File: src/rtl/srx_pkg.sv
package srx_pkg;
  localparam int DATA_W = 8;
  localparam int ERR_W  = 3;

  typedef struct packed {
    logic startChar;
    logic takeData;
    logic takeParity;
    logic takeStop;
  } rxStrobe_t;

  typedef enum logic [2:0] {
    S_IDLE, S_START, S_DATA, S_PARITY, S_STOP, S_HOLDLOW
  } rxState_t;

  typedef struct packed {
    logic [ERR_W-1:0]  err;
    logic [DATA_W-1:0] data;
  } rxEntry_t;
endpackage

File: src/rtl/srx_ctrl.sv
module srx_ctrl
  import srx_pkg::*;
#(
  parameter int OSR = 16
) (
  input  logic       clk,
  input  logic       rstN,
  input  logic       sampleEn,
  input  logic       rxBit,
  input  logic [1:0] charLen,
  input  logic       parityEn,
  output rxStrobe_t  strobe
);
  localparam int CW = $clog2(OSR);
  localparam logic [CW-1:0] MID_LAST = CW'(OSR / 2 - 1);
  localparam logic [CW-1:0] BIT_LAST = CW'(OSR - 1);

  rxState_t state;
  logic [CW-1:0] cnt;
  logic [2:0] bitIdx;
  logic [2:0] lastBit;

  assign lastBit = 3'd4 + {1'b0, charLen};

  always_comb begin
    strobe = '0;
    if (sampleEn) begin
      case (state)
        S_START:  strobe.startChar  = (cnt == MID_LAST) && !rxBit;
        S_DATA:   strobe.takeData   = (cnt == BIT_LAST);
        S_PARITY: strobe.takeParity = (cnt == BIT_LAST);
        S_STOP:   strobe.takeStop   = (cnt == BIT_LAST);
        default: ;
      endcase
    end
  end

  always_ff @(posedge clk or negedge rstN) begin
    if (!rstN) begin
      state  <= S_IDLE;
      cnt    <= '0;
      bitIdx <= '0;
    end else if (sampleEn) begin
      case (state)
        S_IDLE: if (!rxBit) begin
          state <= S_START;
          cnt   <= '0;
        end
        S_START: if (cnt == MID_LAST) begin
          cnt    <= '0;
          bitIdx <= '0;
          state  <= rxBit ? S_IDLE : S_DATA;
        end else cnt <= cnt + 1'b1;
        S_DATA: if (cnt == BIT_LAST) begin
          cnt <= '0;
          if (bitIdx == lastBit) state <= parityEn ? S_PARITY : S_STOP;
          else bitIdx <= bitIdx + 1'b1;
        end else cnt <= cnt + 1'b1;
        S_PARITY: if (cnt == BIT_LAST) begin
          cnt   <= '0;
          state <= S_STOP;
        end else cnt <= cnt + 1'b1;
        S_STOP: if (cnt == BIT_LAST) begin
          cnt   <= '0;
          state <= rxBit ? S_IDLE : S_HOLDLOW;
        end else cnt <= cnt + 1'b1;
        S_HOLDLOW: if (rxBit) state <= S_IDLE;
        default: state <= S_IDLE;
      endcase
    end
  end

  // at most one strobe per cycle toward the datapath
  p_one_strobe_r2: assert property (@(posedge clk) disable iff (!rstN)
    $onehot0(strobe));

  // a start bit that reads high at mid-bit returns to idle
  p_false_start_r4: assert property (@(posedge clk) disable iff (!rstN)
    (state == S_START && sampleEn && cnt == MID_LAST && rxBit) |=> state == S_IDLE);

  // after a low stop sample nothing restarts while the line stays low
  p_hold_low_r6: assert property (@(posedge clk) disable iff (!rstN)
    (state == S_HOLDLOW && !rxBit) |=> state == S_HOLDLOW);
endmodule

File: src/rtl/srx_data.sv
module srx_data
  import srx_pkg::*;
#(
  parameter int DEPTH = 16
) (
  input  logic                        clk,
  input  logic                        rstN,
  input  logic                        rxIn,
  output logic                        rxBit,
  input  rxStrobe_t                   strobe,
  input  logic [1:0]                  charLen,
  input  logic                        parityEn,
  input  logic                        parityOdd,
  input  logic                        fifoEn,
  input  logic                        rdEn,
  input  logic                        lsrRead,
  output logic [DATA_W-1:0]           rdData,
  output logic [ERR_W-1:0]            rdErr,
  output logic                        rdValid,
  output logic [$clog2(DEPTH+1)-1:0]  fillLevel,
  output logic                        overrun
);
  localparam int AW = (DEPTH > 1) ? $clog2(DEPTH) : 1;
  localparam int LW = $clog2(DEPTH + 1);

  logic [1:0] syncQ;
  logic [DATA_W-1:0] shiftQ, dataVal;
  logic allLowQ, parErrQ, modeQ, overQ;
  logic [AW-1:0] wrPtr, rdPtr;
  logic [LW-1:0] countQ, capacity;
  rxEntry_t mem [DEPTH];
  rxEntry_t entry;
  logic push, full, doPush, doPop, flush, expPar;

  assign rxBit   = syncQ[1];
  assign dataVal = shiftQ >> (2'd3 - charLen);
  assign expPar  = parityOdd ? ~^dataVal : ^dataVal;

  always_ff @(posedge clk or negedge rstN) begin
    if (!rstN) begin
      syncQ   <= 2'b11;
      shiftQ  <= '0;
      allLowQ <= 1'b0;
      parErrQ <= 1'b0;
    end else begin
      syncQ <= {syncQ[0], rxIn};
      if (strobe.startChar) begin
        shiftQ  <= '0;
        allLowQ <= 1'b1;
        parErrQ <= 1'b0;
      end
      if (strobe.takeData) begin
        shiftQ  <= {rxBit, shiftQ[DATA_W-1:1]};
        allLowQ <= allLowQ & !rxBit;
      end
      if (strobe.takeParity) begin
        parErrQ <= (rxBit != expPar);
        allLowQ <= allLowQ & !rxBit;
      end
    end
  end

  // entry assembled at the stop-bit sample
  always_comb begin
    entry.data   = dataVal;
    entry.err[2] = allLowQ && !rxBit;
    entry.err[1] = !rxBit;
    entry.err[0] = parErrQ && parityEn && !(allLowQ && !rxBit);
  end

  assign push     = strobe.takeStop;
  assign flush    = (fifoEn != modeQ);
  assign capacity = modeQ ? LW'(DEPTH) : LW'(1);
  assign full     = (countQ >= capacity);
  assign doPush   = push && !full && !flush;
  assign doPop    = rdEn && (countQ != '0) && !flush;

  function automatic logic [AW-1:0] nextPtr(input logic [AW-1:0] p);
    return (p == AW'(DEPTH - 1)) ? '0 : p + 1'b1;
  endfunction

  always_ff @(posedge clk) begin
    if (doPush) mem[wrPtr] <= entry;
  end

  always_ff @(posedge clk or negedge rstN) begin
    if (!rstN) begin
      modeQ  <= 1'b0;
      wrPtr  <= '0;
      rdPtr  <= '0;
      countQ <= '0;
      overQ  <= 1'b0;
    end else begin
      modeQ <= fifoEn;
      if (flush) begin
        wrPtr  <= '0;
        rdPtr  <= '0;
        countQ <= '0;
      end else begin
        if (doPush) wrPtr <= nextPtr(wrPtr);
        if (doPop)  rdPtr <= nextPtr(rdPtr);
        countQ <= countQ + LW'(doPush) - LW'(doPop);
      end
      if (push && full) overQ <= 1'b1;
      else if (lsrRead) overQ <= 1'b0;
    end
  end

  assign rdData    = mem[rdPtr].data;
  assign rdErr     = mem[rdPtr].err;
  assign rdValid   = (countQ != '0);
  assign fillLevel = countQ;
  assign overrun   = overQ;

  // level never exceeds queue depth
  p_level_bound_r7: assert property (@(posedge clk) disable iff (!rstN)
    countQ <= LW'(DEPTH));

  // single-character mode never holds more than one entry
  p_bypass_single_r8: assert property (@(posedge clk) disable iff (!rstN)
    !modeQ |-> countQ <= LW'(1));

  // an arrival while full leaves the level untouched
  p_full_discard_r9: assert property (@(posedge clk) disable iff (!rstN)
    (push && full && !doPop && !flush) |=> countQ == $past(countQ));

  // overrun raised by a dropped arrival
  p_overrun_set_r9: assert property (@(posedge clk) disable iff (!rstN)
    (push && full) |=> overQ);

  // overrun stays until a status read
  p_overrun_sticky_r9: assert property (@(posedge clk) disable iff (!rstN)
    (overQ && !lsrRead) |=> overQ);

  // a break entry carries all-zero data
  p_break_zero_r6: assert property (@(posedge clk) disable iff (!rstN)
    (doPush && entry.err[2]) |-> entry.data == '0);
endmodule

File: src/rtl/serial_rx_queue.sv
module serial_rx_queue
  import srx_pkg::*;
#(
  parameter int DEPTH = 16,
  parameter int OSR   = 16
) (
  input  logic                        clk,
  input  logic                        rstN,
  input  logic                        sampleEn,
  input  logic                        rxIn,
  input  logic [1:0]                  charLen,
  input  logic                        parityEn,
  input  logic                        parityOdd,
  input  logic                        fifoEn,
  input  logic                        rdEn,
  input  logic                        lsrRead,
  output logic [7:0]                  rdData,
  output logic [2:0]                  rdErr,
  output logic                        rdValid,
  output logic [$clog2(DEPTH+1)-1:0]  fillLevel,
  output logic                        overrun
);
  rxStrobe_t strobe;
  logic rxBit;

  srx_ctrl #(.OSR(OSR)) uCtrl (
    .clk(clk), .rstN(rstN), .sampleEn(sampleEn), .rxBit(rxBit),
    .charLen(charLen), .parityEn(parityEn), .strobe(strobe)
  );

  srx_data #(.DEPTH(DEPTH)) uData (
    .clk(clk), .rstN(rstN), .rxIn(rxIn), .rxBit(rxBit), .strobe(strobe),
    .charLen(charLen), .parityEn(parityEn), .parityOdd(parityOdd),
    .fifoEn(fifoEn), .rdEn(rdEn), .lsrRead(lsrRead), .rdData(rdData),
    .rdErr(rdErr), .rdValid(rdValid), .fillLevel(fillLevel), .overrun(overrun)
  );
endmodule

File: config.mk
export PLATFORM = sky130hd
export DESIGN_NAME = serial_rx_queue
export DESIGN_NICKNAME = d
export VERILOG_FILES = /design/src/rtl/srx_pkg.sv /design/src/rtl/srx_ctrl.sv /design/src/rtl/srx_data.sv /design/src/rtl/serial_rx_queue.sv
export SDC_FILE = /design/constraint.sdc
export NUM_CORES = 1
export LEC_CHECK = 0
export BUFFER_PORTS_ARGS = -buffer_cell sky130_fd_sc_hd__buf_4
export CORE_MARGIN = 3
export CORE_UTILIZATION = 62
export DETAILED_ROUTE_END_ITERATION = 8
export PLACE_DENSITY = 0.78
export SETUP_SLACK_MARGIN = 0.1
export SYNTH_ARGS = -nofsm -noshare
export SYNTH_HDL_FRONTEND = slang
export SYNTH_SLANG_ARGS = --single-unit
File: constraint.sdc
create_clock -name clk -period 3.35 [get_ports clk]
set_input_delay 0.1675 -clock clk [delete_from_list [all_inputs] [get_ports clk]]
set_output_delay 0.1675 -clock clk [all_outputs]
set_load 0.005 [all_outputs]
==> run metrics <==
clk slew on worst S/H paths=0.06 ns; first-pass GRT wire length=29.3 mm; design area=10,500 um^2; antenna violations before repair=0; switching share of power=0.241; final worst path period need=3.02 ns; placed cell area=9790 um^2; pre-CTS setup slack=0.197 ns; io pins=29; post-synthesis xor/xnor area fraction=0.0192; mean number of vias per cell=6.23; Post-DRT Antenna Nets=0; CTS root buf=clkbuf_16; Power Dens Cells=574 nW/um^2; synth top area cells=edfxtp_1 57%, dfrtp_1 9.4%, mux4_2 5.6%, mux2i_1 3.9%, ha_1 2.3%; I/O Buffers=28; Internal=0.00456 W; Max Cap Viol=0; fraction of the yosys area taken by sequential cells=0.668; cell taking the most area after synthesis=edfxtp_1; Ys Warns=0; cts bufs inserted=21; Worst-Skew Late Latency=0.48 ns; Worst Slack Setup Final=0.328 ns; pin count of the biggest net entering global routing=38; required time worst endpoint=3.72 ns; Leak Pwr=3.31 nW; status=finished, final reports clean; Initial Utilization=0.637; Peak VDD IR=0.000449 V; Post-CTS Setup Bufs=0; die height=128 um; final cell count without fillers=857; top_reg_cell synth=edfxtp_1; Cells after DPL=814; Seq. cell area=6220 um^2; Detailed Place HPWL=11.8 mm; count of final setup violators=0; num rows=44; via count=5,340; Post-Synth Simple-Gate Area=0.0625; Logic pwr share=0.141; number of synthesized flops with an enable pin=176; Synth-to-Final Area Change=12.7%; CTS tree=yes; post-synthesis mux area share=0.123; Fin Setup TNS=0 ns; complex-gate fraction of the synthesized area=0.0762; Seq cells post-synth=213; Tot GR Track Use=0.226; CTS H-Tree Depth=1; nets=688; most common cell in the netlist=edfxtp_1; global route overflow=0; Max FO, Critical Path=5; DRT iter0 DRCs=405; die area=16,500 um^2; cells after synthesis=610; Min-Delay Path Class=input pin to flip-flop; Synth top area share=0.569; Worst setup EP type=flip-flop; Post-Synth Adder-Cell Area=0.0250; Mapped Nets=639; Max-slew headroom=0.246; Hold Violations, Final=0; crit path launch type=flip-flop; clk buf depth=3; fraction of layout cells with a size suffix above 1=0.189; DR DRC count=0; RSZ-0062 raised after global routing=no; clock sinks=213; largest family of logic cells by synthesized area=multiplexers; Layout fillers=907; clock power share=0.360; most frequent cells after synthesis=176 x edfxtp_1, 46 x nor2_1, 36 x mux2i_1, 35 x dfrtp_1, 33 x o21ai_0; fin. max-slew vios=0; Routed WL=18.2 mm; sequential share of power=0.499; wire per inst=21.2 um; fmax=331 MHz; vias in the first global route=5,421; multi-input logic area=2850 um^2; Psw=0.00145 W; critical path class=flip-flop to flip-flop; 1st-pass router iterations=5; Final Skew=0.00799 ns; Die X=128 um; Arrival @ worst endpoint=3.39 ns; Antenna Cells=0; Unique masters post-synth=58; Final period util=0.902; cell area after synthesis=9300 um^2; asr flop ratio synth=0.174; worst slew pin tran=1.13 ns; Hold Worst Slack=0.0977 ns; core region area=14,600 um^2; Mapped Avg Cell Area=15.2 um^2; RD Place Congestion=0.803
area by class of cell:
cell class / count / share of cell area
clock buffers: 28 / 0.0536
clock inverters: 9 / 0.00621
inverters: 21 / 0.00752
multi-input cells: 342 / 0.272
flip-flops and latches: 213 / 0.593
well taps: 184 / 0.0220
repair buffers: 60 / 0.0456
metal layers:
metal / track usage / vias up / share of wire / wire length, um
li1: - / 2435 / - / -
met1: 0.317 / 2704 / 0.42 / 7710
met2: 0.375 / 161 / 0.50 / 9110
met3: 0.0299 / 40 / 0.049 / 889
met4: 0.0674 / 0 / 0.027 / 493
met5: 0 / - / 0 / 0
cells by family (layout without fill, tap and decap cells):
kind of cell,after synthesis,count (layout)
AO/OA/AOI/OAI,107,107
XOR/XNOR,18,18
adder cells (fa/ha/maj),18,18
buffers and inverters,55,118
flip-flops,213,213
multiplexers,77,77
AND/OR/NAND/NOR,122,122
what timing repair did:
item	CTS	global route
hold buffers	6	0
endpoints found under the hold margin	43	0
gates resized for setup	0	2
setup endpoints to repair	0	1
metrics by stage:
step / power [W] / util
after floorplan: 0.00366 / -
after global placement: 0.00385 / 0.671
after detailed placement: 0.00388 / 0.671
after global routing: 0.00624 / 0.718
after CTS: 0.00604 / 0.718
final: 0.00601 / 0.718
power by group through the flow:
| stage | registers, W | logic [W] | clock network (W) |
|---|---|---|---|
| floorplan | 0.00298 | 0.000681 | 0 |
| global placement | 0.00304 | 0.000805 | 0 |
| detailed placement | 0.00305 | 0.000831 | 0 |
| CTS | 0.00299 | 0.000851 | 0.00220 |
| global route | 0.00301 | 0.000937 | 0.00230 |
| finish | 0.00300 | 0.000849 | 0.00216 |
flip-flops by register name, summed over array words and instances, names as in the netlist:
signal / flops
uCtrl.bitIdx: 3
uCtrl.cnt: 4
uCtrl.state: 3
uData.allLowQ: 1
uData.fillLevel: 5
uData.mem: 176
uData.modeQ: 1
uData.overrun: 1
uData.parErrQ: 1
uData.rdPtr: 4
uData.shiftQ: 8
uData.syncQ: 2
uData.wrPtr: 4
final timing paths:
| check | startpoint | end | slack [ns] | depth (start not counted) |
|---|---|---|---|---|
| setup / recovery | uData.fillLevel[2]$_DFF_PN0_ | uData.fillLevel[4]$_DFF_PN0_ | 0.33 | 15 |
| hold / removal | sampleEn | uCtrl.state[2]$_DFFE_PN0P_ | 0.1 | 4 |
| setup reg to reg | uData.fillLevel[2]$_DFF_PN0_ | uData.fillLevel[4]$_DFF_PN0_ | 0.33 | 15 |
| hold reg to reg | uData.syncQ[0]$_DFF_PN1_ | uData.syncQ[1]$_DFF_PN1_ | 0.36 | 0 |
| max in group asynchronous | rstN | uData.rdPtr[0]$_DFFE_PN0P_ | 2.77 | 2 |
| min in group asynchronous | rstN | uData.shiftQ[1]$_DFFE_PN0P_ | 0.18 | 2 |
critical path: stages (launching register included):
cell	delay (ns)
dfrtp_1	0.40
inv_1	0.13
ha_1	0.18
or4b_4	0.50
nand2_2	0.14
nor2_1	0.07
ha_1	0.29
inv_1	0.08
ha_1	0.17
inv_1	0.06
fa_1	0.40
nor2_1	0.12
nor2_1	0.04
o21bai_1	0.15
xnor2_1	0.14
nor2_1	0.05
cells in the final DEF, fill, tap and decap left out, drive strengths merged, types with 5 or more instances in the layout:
master / count
nor3: 5
nor2b: 5
ha: 17
xor2: 6
edfxtp: 176
dlygate4sd3: 6
clkinv: 8
a22o: 9
clkbuf: 28
buf: 54
a21oi: 24
a22oi: 11
mux2i: 36
mux2: 14
xnor2: 11
mux4: 27
nand3: 8
or3: 6
nand2b: 7
nor2: 47
inv: 21
a221oi: 11
o21ai: 33
nand2: 29
dfrtp: 35
Power figures use the tool's default switching activity.
